<file path="src/rtl/adc_serial_master.sv">
module adc_serial_master #(
  parameter int CLK_DIV     = 13,
  parameter int CS_SETUP    = 143,
  parameter int EOC_TIMEOUT = 3000,
  parameter int NCH         = 8
) (
  input  logic                       clk,
  input  logic                       rst_n,
  input  logic [1:0]                 cfg_len,
  input  logic                       cfg_lsb_first,
  input  logic                       cfg_bipolar,
  input  logic [4*NCH-1:0]           cfg_chan_list,
  input  logic [$clog2(NCH+1)-1:0]   cfg_chan_count,
  output logic                       adc_cs_n,
  output logic                       adc_sclk,
  output logic                       adc_din,
  input  logic                       adc_dout,
  input  logic                       adc_eoc,
  output logic                       res_valid,
  input  logic                       res_ready,
  output logic [15:0]                res_data,
  output logic [3:0]                 res_chan,
  output logic                       eoc_timeout
);
  localparam int CW   = $clog2(NCH+1);
  localparam int IW   = (NCH > 1) ? $clog2(NCH) : 1;
  localparam int CNTW = $clog2(EOC_TIMEOUT + CS_SETUP + CLK_DIV + 2);

  typedef enum logic [2:0] {S_IDLE, S_SETUP, S_LOW, S_HIGH, S_WLO, S_WHI} st_t;

  st_t             state;
  logic [CNTW-1:0] cnt;
  logic [4:0]      bitn;
  logic [7:0]      tx;
  logic [3:0]      p_chan;
  logic            p_lsb, p_bip, have_prev;
  logic [15:0]     sr_m;
  logic [11:0]     sr_l;
  logic [IW-1:0]   idx;

  wire [4:0] nbits = (tx[3:2] == 2'b01) ? 5'd8 : (tx[3:2] == 2'b11) ? 5'd16 : 5'd12;
  wire [CW-1:0] n_ch = (cfg_chan_count == '0) ? CW'(1) :
                       (int'(cfg_chan_count) > NCH) ? CW'(NCH) : cfg_chan_count;
  wire shifting = (state == S_SETUP) || (state == S_LOW) || (state == S_HIGH);
  assign adc_din = shifting && (bitn < 5'd8) && tx[3'd7 - bitn[2:0]];

  wire [11:0] v_m = (nbits == 5'd8) ? {sr_m[7:0], 4'b0} : (nbits == 5'd16) ? sr_m[15:4] : sr_m[11:0];
  wire [11:0] v_l = (nbits == 5'd8) ? {sr_l[11:4], 4'b0} : sr_l;
  wire [11:0] v12 = p_lsb ? v_l : v_m;
  wire [15:0] ext = p_bip ? {{4{v12[11]}}, v12} : {4'b0, v12};
  wire        phase_end = (cnt == CNTW'(CLK_DIV - 1));

  always_ff @(posedge clk or negedge rst_n) begin
    if (!rst_n) begin
      state <= S_IDLE; cnt <= '0; bitn <= '0; tx <= '0; idx <= '0;
      adc_cs_n <= 1'b1; adc_sclk <= 1'b0;
      p_chan <= '0; p_lsb <= 1'b0; p_bip <= 1'b0; have_prev <= 1'b0;
      sr_m <= '0; sr_l <= '0;
      res_valid <= 1'b0; res_data <= '0; res_chan <= '0; eoc_timeout <= 1'b0;
    end else begin
      eoc_timeout <= 1'b0;
      if (res_valid && res_ready) res_valid <= 1'b0;
      case (state)
        S_IDLE: if (!res_valid) begin
          tx <= {cfg_chan_list[int'(idx)*4 +: 4], cfg_len, cfg_lsb_first, cfg_bipolar};
          idx <= (int'(idx) + 1 >= int'(n_ch)) ? '0 : idx + 1'b1;
          adc_cs_n <= 1'b0; cnt <= '0; bitn <= '0; sr_m <= '0; sr_l <= '0;
          state <= S_SETUP;
        end
        S_SETUP: begin
          cnt <= cnt + 1'b1;
          if (cnt == CNTW'(CS_SETUP - 1)) begin cnt <= '0; state <= S_LOW; end
        end
        S_LOW: begin
          cnt <= cnt + 1'b1;
          if (phase_end) begin
            cnt <= '0; adc_sclk <= 1'b1; state <= S_HIGH;
            sr_m <= {sr_m[14:0], adc_dout};
            sr_l <= {adc_dout, sr_l[11:1]};
          end
        end
        S_HIGH: begin
          cnt <= cnt + 1'b1;
          if (phase_end) begin
            cnt <= '0; adc_sclk <= 1'b0;
            if (bitn == nbits - 5'd1) begin
              adc_cs_n <= 1'b1; state <= S_WLO;
              if (have_prev) begin res_valid <= 1'b1; res_data <= ext; res_chan <= p_chan; end
              p_chan <= tx[7:4]; p_lsb <= tx[1]; p_bip <= tx[0]; have_prev <= 1'b1;
            end else begin
              bitn <= bitn + 5'd1; state <= S_LOW;
            end
          end
        end
        default: begin
          cnt <= cnt + 1'b1;
          if (state == S_WLO && !adc_eoc) state <= S_WHI;
          else if (state == S_WHI && adc_eoc) begin state <= S_IDLE; cnt <= '0; end
          else if (cnt >= CNTW'(EOC_TIMEOUT - 1)) begin
            eoc_timeout <= 1'b1; have_prev <= 1'b0; state <= S_IDLE; cnt <= '0;
          end
        end
      endcase
    end
  end

  logic [CNTW-1:0] cs_age, ph_age;
  logic [4:0]      rises;
  logic            sclk_q;
  always_ff @(posedge clk or negedge rst_n) begin
    if (!rst_n) begin
      cs_age <= '0; ph_age <= '0; rises <= '0; sclk_q <= 1'b0;
    end else begin
      sclk_q <= adc_sclk;
      cs_age <= adc_cs_n ? '0 : ((cs_age != '1) ? cs_age + 1'b1 : cs_age);
      ph_age <= (adc_sclk != sclk_q) ? CNTW'(1) : ((ph_age != '1) ? ph_age + 1'b1 : ph_age);
      rises  <= adc_cs_n ? '0 : rises + 5'(adc_sclk && !sclk_q);
    end
  end

  assert_cs_setup_R2: assert property (@(posedge clk) disable iff (!rst_n)
    $rose(adc_sclk) |-> cs_age >= CNTW'(CS_SETUP));
  assert_high_phase_R3: assert property (@(posedge clk) disable iff (!rst_n)
    $fell(adc_sclk) |-> ph_age >= CNTW'(CLK_DIV));
  assert_low_phase_R3: assert property (@(posedge clk) disable iff (!rst_n)
    $rose(adc_sclk) |-> ph_age >= CNTW'(CLK_DIV));
  assert_idle_clock_R3: assert property (@(posedge clk) disable iff (!rst_n)
    adc_cs_n |-> !adc_sclk);
  assert_clock_count_R5: assert property (@(posedge clk) disable iff (!rst_n)
    $rose(adc_cs_n) |-> rises == nbits);
  assert_wait_eoc_R6: assert property (@(posedge clk) disable iff (!rst_n)
    $fell(adc_cs_n) |-> $past(adc_eoc) || !have_prev);
  assert_timeout_pulse_R12: assert property (@(posedge clk) disable iff (!rst_n)
    eoc_timeout |=> !eoc_timeout && !adc_sclk);
  assert_hold_result_R13: assert property (@(posedge clk) disable iff (!rst_n)
    res_valid && !res_ready |=> res_valid && $stable(res_data) && $stable(res_chan));
  assert_no_start_pending_R13: assert property (@(posedge clk) disable iff (!rst_n)
    $fell(adc_cs_n) |-> !$past(res_valid));
endmodule

</file>
<file path="config.mk">
export PLATFORM = sky130hd
export DESIGN_NAME = adc_serial_master
export DESIGN_NICKNAME = d
export VERILOG_FILES = /design/src/rtl/adc_serial_master.sv
export SDC_FILE = /design/constraint.sdc
export NUM_CORES = 1
export LEC_CHECK = 0
export CAP_MARGIN = 20
export CORE_MARGIN = 2
export CORE_UTILIZATION = 60
export CTS_BUF_LIST = sky130_fd_sc_hd__clkbuf_8
export CTS_CLUSTER_DIAMETER = 150
export DETAILED_ROUTE_END_ITERATION = 10
export GPL_TIMING_DRIVEN = 0
export PLACE_DENSITY = 0.9
export SLEW_MARGIN = 10
export SYNTH_ARGS = -nofsm -noshare
export SYNTH_HDL_FRONTEND = slang
export SYNTH_SLANG_ARGS = --single-unit
export TNS_END_PERCENT = 1
</file>
<file path="constraint.sdc">
create_clock -name clk -period 5.3 [get_ports clk]
set_input_delay 1.06 -clock clk [delete_from_list [all_inputs] [get_ports clk]]
set_output_delay 1.06 -clock clk [all_outputs]
set_load 0.02 [all_outputs]
</file>
Word level (Yosys, flattened, before mapping). Index checks and enable logic that the tools add are counted.

Flip-flop bits (word level): 90. Output and inout port bits: 25. Input port bits: 45. Word-level logic and storage cells: 135.

Eq/ne operators: 20. Multiplexer cells: 57. Reductions and logical operators: 27. Add/sub/neg operators: 6. Bitwise gates (word level): 2. Order comparisons: 5. Shift operators: 1.

Operators by type and width (count): two-way mux 12 bit (10); two-way mux 16 bit (3); one-hot mux 12 bit (3 select lines) (1); one-hot mux 16 bit (2 select lines) (1); indexed part select 32 x 6 -> 4 bit (1); two-way mux 3 bit (9); two-way mux 5 bit (5); one-hot mux 12 bit (2 select lines) (1); two-way mux 1 bit (18); adder 12 x 1 -> 12 bit (second input constant) (1); == test 12 x 4 -> 1 bit (second input constant) (1); == test 12 x 8 -> 1 bit (second input constant) (1); >= comparator 12 bit (second input constant) (1); two-way mux 4 bit (3); != test 2 bit (second input constant) (6); one-hot mux 3 bit (4 select lines) (1); AND reduction 4 bit (3); one-hot mux 5 bit (2 select lines) (1); AND reduction 3 bit (3); nonzero test 2 bit (4); nonzero test 7 bit (1); == test 3 x 2 -> 1 bit (second input constant) (2); == test 3 bit (second input constant) (2); one-hot mux 1 bit (2 select lines) (3); 29 further kinds (36).

Depth between registers and ports, before layout.
Word-level depth: 8. Mapped depth: 9.

Least setup slack after synthesis. OpenSTA, ideal clock, no wires.

Path kind: register to output. Start: register state[0]. End: output adc_din. Arrival: 1.570 ns. Stages on the path, launching flop included: 5. Path slack: 2.670 ns. Path through: dfrtp_1 clkbuf_1 clkbuf_1 o21ai_0 nor4_1.

Longest elaborated chain between the ends: 5. Elaborated cells between the ends (all ways): 7.

RTL lines: from (decl) (line 31) `st_t state;`; from (signal assigned) (line 55) `state <= S_IDLE; cnt <= '0; bitn <= '0; tx <= '0; idx <= '0;`; from (signal assigned) (line 68) `state <= S_SETUP;`; from (signal assigned) (line 72) `if (cnt == CNTW'(CS_SETUP - 1)) begin cnt <= '0; state <= S_LOW; end`; == test 3 x 1 -> 1 bit or == test 3 x 2 -> 1 bit (tied branches) (line 44) `wire shifting = (state == S_SETUP) || (state == S_LOW) || (state == S_HIGH);`; logical OR 1 bit (line 44); logical OR 1 bit * (line 44); logical AND 1 bit * (2 in series) (line 45) `assign adc_din = shifting && (bitn < 5'd8) && tx[3'd7 - bitn[2:0]];`; to (decl) (line 16) `output logic adc_din,`.

Mark *: on every way between the ends. The rest lies on a longest branch, timed or not.

Worst setup path after layout. Same ends and word-level chain as after synthesis.

==> results.toml <==
[run_status]
status = "complete, no violations"

[logic_synthesis]
synth.distinct_cells = 65
synthTopCellsByArea = "sky130_fd_sc_hd__dfrtp_1 (42%), sky130_fd_sc_hd__nand2_1 (8.4%), sky130_fd_sc_hd__o21ai_0 (5.7%), sky130_fd_sc_hd__mux4_2 (5.1%), sky130_fd_sc_hd__mux2i_1 (4.1%)"
synthesis.yosys.warnings = 0
synth.net_count = 516
ys_seq_area_share_pct = 42.57
yosys_register_bits = 75
synth_edf_count = 0
postSynth.asyncResetShare_pct = 100.0
synth_top_cell_area_share_pct = 41.97
post-synth-top-area-cell = "sky130_fd_sc_hd__dfrtp_1"
yosys_most_used_dff = "sky130_fd_sc_hd__dfrtp_1"
syn_area_per_cell_um2 = 9.549
netlist_instances = 462
synth.cells.most_frequent = "sky130_fd_sc_hd__nand2_1 (99), sky130_fd_sc_hd__dfrtp_1 (74), sky130_fd_sc_hd__o21ai_0 (50), sky130_fd_sc_hd__nor2_1 (21), sky130_fd_sc_hd__inv_1 (19)"
yosysMostFrequentCell = "sky130_fd_sc_hd__nand2_1"
mappedNetlistArea_um2 = 4412

[critical_path]
critPathLaunchType = "register"
crit_arrival_ns = 2.43
critical_path_required_ns = 4.24
crit_path_cell_trace = "clkbuf_1, clkbuf_1, o21ai_0, nor4_1, clkdlybuf4s50_1"
path_common_cell = "sky130_fd_sc_hd__clkbuf_1"
ff2ff_path_depth = 7
setup.worst_path.start = "state[0]"
crit_path_max_incr_delay_ns = 0.66
slowest_stage = "sky130_fd_sc_hd__clkdlybuf4s50_1"
crit_fanout = 10
reg_to_reg_start = "cnt[6]"
setup.worst_path.end_class = "primary output"
path_class = "reg2out"

[global_route]
globalRouteTotalUtil_pct = 26.27
grt.overflow.total = 0
antenna_found_initial = 0
wire_length_of_the_first_global_routing_pass_mm = 17.36
grt_start_max_net_pins = 43
first_global_vias = 3697

[sta]
period_share_pct = 65.92
report.final.slew_viol_count = 0
report.final.setup_viol = 0
skew_final_ns = 0.01095
final_hold_viol_count = 0
maxClockFrequency_mhz = 286.2
finalSetupTns_ns = 0
worst-slew-pin-transition_ns = 0.6837
setup_ws_ns = 1.806
setup_repair_after_global_routing_missed_its_margin = "false"
slew_headroom_pct = 54.42
timing.final.crit_period_ns = 3.494

[drt]
initialDrtViolationCount = 375
mean_number_of_vias_per_cell = 5.867
drcViolationCount = 0
number_of_optimization_iterations_in_the_first_detailed_route_pass = 7
final_antenna_net_count = 0
route.final.wire_length_mm = 10.18
post_drt_wl_per_cell_um = 15.74
vias = 3796

[power_and_ir_drop]
seq_power_share_pct = 37.5
power.density_cell_area_nw_per_um2 = 330.7
cellInternalPower_w = 0.001155
net_sw_share_pct = 35.73
clock_power_share_pct = 24.1
comb_power_share_pct = 38.3
finalPower_w = 0.001798
leakagePower_nw = 2.362
netSwitchingPower_w = 0.0006423
peakVddDrop_v = 0.0001908

[placed_design]
gp_congestion = 0.8878
place.detailed.hpwl_mm = 7.625
portBuffers = 69
dpl_worst_slack_ns = 2.059

[cts]
clock-root-buffer = "sky130_fd_sc_hd__clkbuf_8"
cts_resized = 0
clk_pin_slew_ns = 0.08
clock_insertion_delay_worst_skew_ns = 0.36
htreeDepth = 3
cts.repair_timing.setup_buffer_count = 0
tritoncts_num_sinks = 75
cts_max_path_buffers = 2
tritoncts_buffers = 9
post_cts_hold_buffer_count = 0
cts_tree = "yes"

[finish]
number_of_fillers_in_the_final_layout = 469
layout.nets = 597
flow.area_growth_from_synthesis_pct = 23.20
antenna_cells_inserted = 0
drive_gt1_share_pct = 13.50
post-route-util_pct = 75.75

[die]
core_um2 = 7176
dieArea_um2 = 8055
initial_utilization_pct = 61.48
die-height_um = 89.75
die-width_um = 89.75
num_rows = 31
ios = 70

[worst_hold_path]
min_from = "p_chan[1]"
hold_depth = 2
hold_path_class = "reg2reg"

[flow_run]
drv_cap = 0
-- stage by stage --
stage               std cells  instance area, um^2  hold WS (ns)
floorplan                 462                 4412        0.4348
global placement          630                 5226        0.4509
detailed placement        631                 5244        0.4626
CTS                       647                 5435        0.4807
global route              647                 5435        0.5100
finish                    647                 5435        0.4825
-- worst paths after layout --
check	endpoint	slack (ns)
setup / recovery	adc_din	1.81
hold / removal	p_chan[1]	0.48
setup reg to reg	cnt[8]	2.93
hold reg to reg	p_chan[1]	0.48
max in group asynchronous	tx[6]	4.10
min in group asynchronous	cnt[3]	0.63
-- cell usage in the layout (no fill, tap or decap), types with 3 or more instances in the layout --
cell type,Yosys,routed
sky130_fd_sc_hd__buf_1,3,3
sky130_fd_sc_hd__dfrtp_1,74,74
sky130_fd_sc_hd__and3_1,4,4
sky130_fd_sc_hd__buf_2,4,4
sky130_fd_sc_hd__mux2_2,12,12
sky130_fd_sc_hd__o21ai_0,50,50
sky130_fd_sc_hd__a31o_2,4,4
sky130_fd_sc_hd__nand2_1,99,99
sky130_fd_sc_hd__a22o_1,6,6
sky130_fd_sc_hd__a31oi_1,3,3
sky130_fd_sc_hd__ha_1,9,9
sky130_fd_sc_hd__buf_4,3,4
sky130_fd_sc_hd__mux2i_1,18,18
sky130_fd_sc_hd__clkbuf_8,0,9
sky130_fd_sc_hd__inv_1,19,20
sky130_fd_sc_hd__nor3_1,10,10
sky130_fd_sc_hd__or3_1,4,4
sky130_fd_sc_hd__a21oi_1,10,10
sky130_fd_sc_hd__clkdlybuf4s50_1,0,68
sky130_fd_sc_hd__and2_1,3,3
sky130_fd_sc_hd__mux2_4,7,7
sky130_fd_sc_hd__clkbuf_1,17,17
sky130_fd_sc_hd__a21o_1,4,4
sky130_fd_sc_hd__nand4_1,6,6
sky130_fd_sc_hd__a221oi_1,4,4
sky130_fd_sc_hd__nand3_1,8,8
sky130_fd_sc_hd__buf_6,4,4
sky130_fd_sc_hd__nor2_1,21,21
sky130_fd_sc_hd__mux4_2,10,10
-- per-layer routing --
layer,part of all wire (%),up-vias,wire length (um),track usage [%]
met5,0,-,0,0
met4,1.6,0,165,8.974
met3,6.2,16,631,5.281
met2,49,162,4973,43.31
met1,43,1828,4410,35.08
li1,-,1790,-,-
-- worst max-delay path: cells and delay by family (launching register included) --
kind,cells,cell delay (ns)
flip-flops,1,0.32
AO/OA/AOI/OAI,1,0.22
AND/OR/NAND/NOR,1,0.20
buffers and inverters,3,1.33
-- power by group through the flow --
stage                     Combinational, W  Sequential (W)  Clock [W]
after global placement            0.000659        0.000681          0
after global routing              0.000766        0.000681   0.000459
final                             0.000689        0.000675   0.000434
after detailed placement          0.000681        0.000684          0
after floorplan                   0.000511        0.000668          0
after CTS                         0.000685        0.000673   0.000437
-- state kept, by name (all words and copies together) (netlist names), 3 cells and up --
name and count:
tx 8, idx 3, bitn 5, p_chan 4, sr_m 16, state 3, res_data 13, res_chan 4
cnt 12
-- cells by family (layout without fill, tap and decap cells) --
logic type / after synthesis / count (layout) / synth area share (%)
AOI/OAI and AO/OA: 98 / 98 / 13.87
adders and majority gates: 9 / 9 / 2.553
DFF: 75 / 75 / 42.57
buffers and inverters: 53 / 139 / 6.324
muxes: 47 / 47 / 14.63
and+or+nand+nor: 176 / 176 / 19.26
xor gates and xnor gates: 4 / 4 / 0.7942
-- cell type report --
class                           count  area (um^2)  share of cell area (%)
Multi-Input combinational cell    334         2255                   41.48
Sequential cell                    75         1878                   34.55
Timing Repair Buffer               70        708.2                   13.03
Buffer                             34        207.7                   3.821
Clock buffer                        9        123.9                   2.279
Tap cell                           99        123.9                   2.279
Inverter                           19        71.32                   1.312
Clock inverter                      7        67.56                   1.243
No activity file was read; power rests on OpenSTA's default activity.
